--- config.mk ---
export PLATFORM = sky130hd
export DESIGN_NAME = intr_seq
export DESIGN_NICKNAME = d
export VERILOG_FILES = /design/src/rtl/intr_seq_pkg.sv /design/src/rtl/intr_edge_sync.sv /design/src/rtl/intr_arbiter.sv /design/src/rtl/intr_save_bank.sv /design/src/rtl/intr_seq.sv
export SDC_FILE = /design/constraint.sdc
export NUM_CORES = 1
export LEC_CHECK = 0
export ABC_AREA = 1
export ABC_CLOCK_PERIOD_IN_PS = 2500
export BUFFER_PORTS_ARGS = -buffer_cell sky130_fd_sc_hd__buf_2
export CORE_ASPECT_RATIO = 0.8
export CORE_MARGIN = 5
export CORE_UTILIZATION = 45
export DETAILED_ROUTE_END_ITERATION = 7
export PLACE_DENSITY = 0.72
export SLEW_MARGIN = 20
export SYNTH_ARGS = -nofsm -noshare
export SYNTH_HDL_FRONTEND = slang
export SYNTH_HIERARCHICAL = 1
export SYNTH_SLANG_ARGS = --single-unit
--- constraint.sdc ---
create_clock -name clk -period 2.5 [get_ports clk]
set_input_delay 0 -clock clk [delete_from_list [all_inputs] [get_ports clk]]
set_output_delay 0 -clock clk [all_outputs]
set_load 0.02 [all_outputs]
--- src/rtl/intr_seq_pkg.sv ---
package intr_seq_pkg;

    // status register bit positions
    localparam int SR_IE = 0;
    localparam int SR_FE = 1;
    localparam int SR_TE = 2;
    localparam int SR_PM = 7;

    typedef enum logic [2:0] {
        EV_NONE,
        EV_RESET,
        EV_TRACE,
        EV_FAST,
        EV_SOFT,
        EV_NORM
    } event_e;

    typedef enum logic [1:0] {
        RET_NONE = 2'd0,
        RET_FAST = 2'd1,
        RET_NORM = 2'd2,
        RET_SOFT = 2'd3
    } ret_e;

    typedef enum logic [1:0] {
        ST_BOOT,
        ST_IDLE,
        ST_FETCH,
        ST_LOAD
    } state_e;

    // low bits of the vector location for a vectored event
    function automatic logic [3:0] vec_off(input event_e ev);
        unique case (ev)
            EV_FAST:  vec_off = 4'd2;
            EV_NORM:  vec_off = 4'd4;
            EV_TRACE: vec_off = 4'd6;
            default:  vec_off = 4'd0;
        endcase
    endfunction

endpackage

--- src/rtl/intr_edge_sync.sv ---
module intr_edge_sync #(
    parameter int STAGES = 2
) (
    input  logic clk,
    input  logic rst_n,
    input  logic pin_n,
    output logic fall_o
);
    logic [STAGES-1:0] sync_q;
    logic              prev_q;

    always_ff @(posedge clk or negedge rst_n) begin
        if (!rst_n) begin
            sync_q <= '1;
            prev_q <= 1'b1;
        end else begin
            sync_q <= {sync_q[STAGES-2:0], pin_n};
            prev_q <= sync_q[STAGES-1];
        end
    end

    assign fall_o = prev_q & ~sync_q[STAGES-1];
endmodule

--- src/rtl/intr_arbiter.sv ---
module intr_arbiter
    import intr_seq_pkg::*;
(
    input  logic   trace_ok,
    input  logic   fast_ok,
    input  logic   soft_ok,
    input  logic   norm_ok,
    output event_e win_o
);
    always_comb begin
        if (trace_ok)      win_o = EV_TRACE;
        else if (fast_ok)  win_o = EV_FAST;
        else if (soft_ok)  win_o = EV_SOFT;
        else if (norm_ok)  win_o = EV_NORM;
        else               win_o = EV_NONE;
    end
endmodule

--- src/rtl/intr_save_bank.sv ---
module intr_save_bank #(
    parameter int W = 8
) (
    input  logic         clk,
    input  logic         rst_n,
    input  logic         we,
    input  logic [W-1:0] d,
    output logic [W-1:0] q
);
    always_ff @(posedge clk or negedge rst_n) begin
        if (!rst_n)  q <= '0;
        else if (we) q <= d;
    end
endmodule

--- src/rtl/intr_seq.sv ---
module intr_seq
    import intr_seq_pkg::*;
#(
    parameter int PC_W   = 22,
    parameter int VEC_W  = 16,
    parameter int SR_W   = 8,
    parameter int SWI_W  = 6,
    parameter int SYNC_N = 2
) (
    input  logic             clk,
    input  logic             rst_n,
    input  logic             fast_req_n,
    input  logic             norm_req_n,
    input  logic             boundary_i,
    input  logic [PC_W-1:0]  next_pc_i,
    input  logic             soft_i,
    input  logic [SWI_W-1:0] soft_num_i,
    input  logic [1:0]       ret_op_i,
    input  logic [PC_W-1:0]  gr14_i,
    input  logic             sr_we_i,
    input  logic [SR_W-1:0]  sr_wdata_i,
    output logic             vec_rd_o,
    output logic [PC_W-1:0]  vec_addr_o,
    input  logic [VEC_W-1:0] vec_rdata_i,
    output logic             jump_o,
    output logic [PC_W-1:0]  jump_addr_o,
    output logic             gr14_we_o,
    output logic [PC_W-1:0]  gr14_wdata_o,
    output logic             illegal_o,
    output logic             stall_o,
    output logic [SR_W-1:0]  sr_o
);
    localparam int PAD_W  = PC_W - VEC_W;
    localparam int SPAD_W = PC_W - SWI_W - 2;
    localparam int N_REQ  = 2;
    localparam int REQ_FAST = 0;
    localparam int REQ_NORM = 1;

    state_e          state_q, state_d;
    event_e          ev_q, win;
    logic [SR_W-1:0] sr_q;
    logic            fast_pend_q, norm_pend_q;
    logic [N_REQ-1:0] req_pin_n, req_fall;

    logic [PC_W-1:0] fast_pc_q, norm_pc_q;
    logic [SR_W-1:0] fast_sr_q, norm_sr_q, soft_sr_q;

    // ---------------- request synchronizers ----------------
    assign req_pin_n[REQ_FAST] = fast_req_n;
    assign req_pin_n[REQ_NORM] = norm_req_n;

    for (genvar g = 0; g < N_REQ; g++) begin : g_sync
        intr_edge_sync #(.STAGES(SYNC_N)) u_sync (
            .clk    (clk),
            .rst_n  (rst_n),
            .pin_n  (req_pin_n[g]),
            .fall_o (req_fall[g])
        );
    end

    // ---------------- boundary decode ----------------
    ret_e ret_kind;
    logic at_bnd, do_ret, soft_legal, take_soft, soft_bad, take_vec;

    assign ret_kind   = ret_e'(ret_op_i);
    assign at_bnd     = (state_q == ST_IDLE) && boundary_i;
    assign do_ret     = at_bnd && (ret_kind != RET_NONE);
    assign soft_legal = (soft_num_i >= SWI_W'(2));

    intr_arbiter u_arb (
        .trace_ok (at_bnd && !do_ret && sr_q[SR_TE]),
        .fast_ok  (at_bnd && !do_ret && fast_pend_q && sr_q[SR_FE]),
        .soft_ok  (at_bnd && !do_ret && soft_i),
        .norm_ok  (at_bnd && !do_ret && norm_pend_q && sr_q[SR_IE]),
        .win_o    (win)
    );

    assign take_soft = (win == EV_SOFT) && soft_legal;
    assign soft_bad  = (win == EV_SOFT) && !soft_legal;
    assign take_vec  = (win == EV_TRACE) || (win == EV_FAST) || (win == EV_NORM);

    // ---------------- save banks ----------------
    intr_save_bank #(.W(PC_W)) u_fast_pc (
        .clk(clk), .rst_n(rst_n), .we(win == EV_FAST), .d(next_pc_i), .q(fast_pc_q));
    intr_save_bank #(.W(SR_W)) u_fast_sr (
        .clk(clk), .rst_n(rst_n), .we(win == EV_FAST), .d(sr_q), .q(fast_sr_q));
    intr_save_bank #(.W(PC_W)) u_norm_pc (
        .clk(clk), .rst_n(rst_n), .we((win == EV_NORM) || (win == EV_TRACE)),
        .d(next_pc_i), .q(norm_pc_q));
    intr_save_bank #(.W(SR_W)) u_norm_sr (
        .clk(clk), .rst_n(rst_n), .we((win == EV_NORM) || (win == EV_TRACE)),
        .d(sr_q), .q(norm_sr_q));
    intr_save_bank #(.W(SR_W)) u_soft_sr (
        .clk(clk), .rst_n(rst_n), .we(take_soft), .d(sr_q), .q(soft_sr_q));

    // ---------------- status register ----------------
    function automatic logic [SR_W-1:0] sr_enter(input logic [SR_W-1:0] s, input event_e ev);
        logic [SR_W-1:0] r;
        r = s;
        r[SR_PM] = 1'b1;
        r[SR_IE] = 1'b0;
        r[SR_TE] = 1'b0;
        if (ev == EV_FAST) r[SR_FE] = 1'b0;
        return r;
    endfunction

    logic [SR_W-1:0] sr_restore;
    always_comb begin
        unique case (ret_kind)
            RET_FAST: sr_restore = fast_sr_q;
            RET_NORM: sr_restore = norm_sr_q;
            RET_SOFT: sr_restore = soft_sr_q;
            default:  sr_restore = sr_q;
        endcase
    end

    always_ff @(posedge clk or negedge rst_n) begin
        if (!rst_n) begin
            sr_q <= SR_W'(1) << SR_PM;
        end else if (do_ret) begin
            sr_q <= sr_restore;
        end else if (take_vec || take_soft) begin
            sr_q <= sr_enter(sr_q, win);
        end else if (sr_we_i) begin
            sr_q <= sr_wdata_i;
        end
    end

    // ---------------- pending requests ----------------
    always_ff @(posedge clk or negedge rst_n) begin
        if (!rst_n) begin
            fast_pend_q <= 1'b0;
            norm_pend_q <= 1'b0;
        end else begin
            fast_pend_q <= (fast_pend_q && (win != EV_FAST)) || req_fall[REQ_FAST];
            norm_pend_q <= (norm_pend_q && (win != EV_NORM)) || req_fall[REQ_NORM];
        end
    end

    // ---------------- state register ----------------
    always_ff @(posedge clk or negedge rst_n) begin
        if (!rst_n) begin
            state_q <= ST_BOOT;
            ev_q    <= EV_RESET;
        end else begin
            state_q <= state_d;
            if (take_vec) ev_q <= win;
        end
    end

    always_comb begin
        state_d = state_q;
        unique case (state_q)
            ST_BOOT:  state_d = ST_FETCH;
            ST_IDLE:  if (take_vec) state_d = ST_FETCH;
            ST_FETCH: state_d = ST_LOAD;
            ST_LOAD:  state_d = ST_IDLE;
        endcase
    end

    // ---------------- outputs ----------------
    always_comb begin
        vec_rd_o     = 1'b0;
        vec_addr_o   = '0;
        jump_o       = 1'b0;
        jump_addr_o  = '0;
        gr14_we_o    = 1'b0;
        gr14_wdata_o = '0;
        illegal_o    = 1'b0;
        unique case (state_q)
            ST_BOOT: begin
            end
            ST_FETCH: begin
                vec_rd_o   = 1'b1;
                vec_addr_o = {{(PC_W-4){1'b0}}, vec_off(ev_q)};
            end
            ST_LOAD: begin
                jump_o      = 1'b1;
                jump_addr_o = {{PAD_W{1'b0}}, vec_rdata_i};
            end
            ST_IDLE: begin
                if (do_ret) begin
                    jump_o = 1'b1;
                    unique case (ret_kind)
                        RET_FAST: jump_addr_o = fast_pc_q;
                        RET_NORM: jump_addr_o = norm_pc_q;
                        default:  jump_addr_o = gr14_i;
                    endcase
                end else if (take_soft) begin
                    jump_o       = 1'b1;
                    jump_addr_o  = {{SPAD_W{1'b0}}, soft_num_i, 2'b00};
                    gr14_we_o    = 1'b1;
                    gr14_wdata_o = next_pc_i;
                end else if (soft_bad) begin
                    illegal_o = 1'b1;
                end
            end
        endcase
    end

    assign stall_o = (state_q != ST_IDLE);
    assign sr_o    = sr_q;
endmodule

==> impl_results.md <==
* Status: finished, violations left
* Failing checks: setup timing
* Port buffer count at between 100 and 150
* Largest net degree at the start of global routing at roughly 50
* Hold EP: sr_o[4]$_DFFE_PN0P_
* Max H-tree Level at 3
* CTS tree: done
* Cell taking the most area after synthesis: dfrtp_1
* Crit-path max FO at 6
* Reg-to-reg startpoint: state_q[0]$_DFFE_PN0P_
* GRT Total Usage at 22.1%
* Peak Freq at 0.399 GHz
* Syn Inst Count at ~670
* Layout area overhead at 35.9%
* Grt ovf at 0
* Arrival time of the worst setup path at 2.50 ns
* HPWL Detailed at approximately 10 mm
* Synth top area share at between 40% and 50%
* Avg Cell Area, Syn at approximately 7.3 µm²
* Initial DRC count at 331
* Slew margin rel. at roughly 45%
* R2R depth at 15
* Worst Slack Setup Final at -0.00403 ns
* Reg2Reg Setup Slack at 0.11 ns
* Share of cells above drive strength 1 at between 20% and 30%
* Most frequent cell after synthesis: nand2_1
* Root Driver: clkbuf_16
* Startpoint Class: register
* Kind of critical path: reg -> out
* Post-synth design cell area at around 0.0049 mm²
* GPL Wtd Cong at 0.860
* Register area share after synthesis at between 40% and 50%
* Slowest cell delay on critical path at 0.40 ns
* Critical path endpoint category: primary output
* Initial antenna violation count at 0
* Vias at about 5000
* TritonCTS Buffers at 9
* Fin. Hold Viols at 0
* Hold/Removal Path Class: in -> reg
* Leak at about 3.6 nW
* Core area at 0.0108 mm²
* Layout Skew at about 0.0069 ns
* Vias in the first global route at about 4700
* Cell variety after synth at 33
* Synthesis warning total at 6
* Num rows at 34
* Pwr Density at ~900 mW/mm²
* Crit-path most repeated cell: nor2_4
* Clk slew on worst S/H paths at approximately 0.06 ns
* Most area-consuming cells after synthesis: dfrtp_1, nand2_1, dfstp_2
* Maximum vdd drop at roughly 420 µV
* Slew Limit Fails at 0
* Setup TNS at -0.00413 ns
* Hold Slack at 0.0225 ns
* Final Instance Area at between 0.006 and 0.007 mm²
* Die Wd at around 130 µm
* Top cells by count, synth: nand2_1, dfrtp_1, inv_1, o21ai_0, nand3_1
* Final-stage net count at 936
* Final min period at roughly 2.5 ns
* Max-cap violations at 0
* Drt pass-1 iters at 5
* Antenna cell count at 0
* Share of synthesized flip-flops with an asynchronous set or reset at between 90% and 100%
* Area after DPL at between 0.005 and 0.006 mm²
* Pre-CTS setup slack at roughly 0.033 ns
* Final Cycle Share at 100%
* First-pass GRT wire length at 23.6 mm
* Worst hold start: sr_wdata_i[4]
* Final ANT Viol Nets at 0
* Worst r2r dst: sr_o[1]$_DFFE_PN0P_
* Tightest Pin Transition at about 0.83 ns
* Clock buffer depth at 2
* Main synth FF type: dfrtp_1
* RSZ-0062 raised after global routing: true
* WP data required at 2.50 ns
* Post-Route WL at between 15 and 20 mm
* Starting Density at a little under half
* DR DRC count at 0
* Hold path cells at 5
* WL per Instance at 15.1 µm
* Worst path slowest cell: dfrtp_1
* Number of synthesized register bits at 89
* Clk sink count at between 80 and 90
* CP cell instances: inv_2, nor2_4, nand3_4, nor2_4, or2_4, nor2_4, inv_2, nor3_4, nand2_2, nor3_4, buf_6, bufinv_16, nor2_1, buf_4
* EDFF count, synth at 0
* Clock Latency Late Sink at 0.34 ns
* Die H at approximately 100 µm
* Full die area at 0.0131 mm²
* Final setup viols at 2
* DR vias/cell at ~5
* Num ports at approximately 160
logic make-up after synthesis:
logic type                 count (synthesis)  share of synthesized area (%)
and+or+nand+nor                          404                           34.0
buffers and inverters                    105                           11.3
DFF                                       89                           45.4
AOI/OAI and AO/OA                         69                           8.13
adders and majority gates                  4                           1.02
other                                      1                         0.0762
cell usage in the layout (no fill, tap or decap), types with 2 or more instances in the layout:
cell type and instances:
a21oi_1 16, a21oi_2 2, a221oi_1 8, buf_2 112, buf_4 31, buf_6 24
bufinv_16 2, clkbuf_16 9, clkbuf_8 2, conb_1 20, dfrtp_1 81, dfstp_2 8
dlygate4sd3_1 25, ha_1 4, inv_1 46, inv_2 8, nand2_1 316, nand2_2 5
nand3_1 27, nand3_2 4, nand4_1 4, nor2_1 10, nor2_2 12, nor2_4 19
nor3_4 2, o211ai_1 6, o21ai_0 33
routing by layer:
| layer | up-vias | wire (µm) | global-route usage [%] |
|---|---|---|---|
| li1 | 2399 | - | - |
| met1 | 2326 | 6370 | 29.6 |
| met2 | 219 | 7200 | 35.9 |
| met3 | 29 | 1200 | 5.35 |
| met4 | 0 | 286 | 6.13 |
| met5 | - | 0 | 0 |
worst max-delay path: cells and delay by family (launching register included):
kind | cells | cell delay (ns)
simple gates | 9 | 1.14
buf+inv | 5 | 0.63
flops | 1 | 0.40
cell type report:
class	instances	area (µm²)
inverter	57	243
sequential	89	2240
timing repair inverter	2	27.5
tap	144	180
clock inverter	4	51.3
multi-input combinational	497	2360
timing repair buffer	193	1330
clock buffer	12	256
fill	953	4120
per-stage QoR:
step	total power, mW	std cells	util, %
2_1_floorplan	3.65	691	-
3_3_place_gp	4.29	943	52.5
3_5_place_dp	4.33	943	52.5
4_1_cts	5.84	992	59.3
5_1_grt	6.40	998	61.9
6_report	6.01	998	61.9
power breakdown:
part,internal [mW],leakage [nW],switching [mW],total (mW)
sequential,1.96,1.13,0.335,2.29
clock,0.829,0.149,0.558,1.39
combinational,0.863,2.35,1.47,2.33
flip-flops by register name, indices dropped and copies added, names as in the netlist, 3 cells and up:
name and cells:
u_fast_pc/q 22, u_norm_pc/q 22, sr_o 8, u_fast_sr/q 8
u_norm_sr/q 8, u_soft_sr/q 8, g_sync.u_sync/sync_q 4, ev_q 3
how the worst max path moves through the flow:
stage | startpoint | endpoint | cells after the start
5_1_grt | state_q[0]$_DFFE_PN0P_ | gr14_wdata_o[20] | 14
4_1_cts | state_q[0]$_DFFE_PN0P_ | gr14_wdata_o[0] | 13
3_5_place_dp | state_q[1]$_DFFE_PN0P_ | u_norm_pc/q[10]$_DFFE_PN0P_ | 11
3_3_place_gp | state_q[1]$_DFFE_PN0P_ | u_norm_pc/q[12]$_DFFE_PN0P_ | 11
2_1_floorplan | state_q[0]$_DFFE_PN0P_ | gr14_wdata_o[10] | 13
6_report | state_q[0]$_DFFE_PN0P_ | gr14_wdata_o[0] | 14
repair_timing:
item | in CTS | in global routing
cloned | 2 | 0
hold buffers | 25 | 0
pin swaps | 6 | 5
setup endpoints to repair | 31 | 69
endpoints found under the hold margin | 85 | 0
resized for setup | 36 | 59
setup buffers | 6 | 6
No activity file was read; power rests on OpenSTA's default activity.
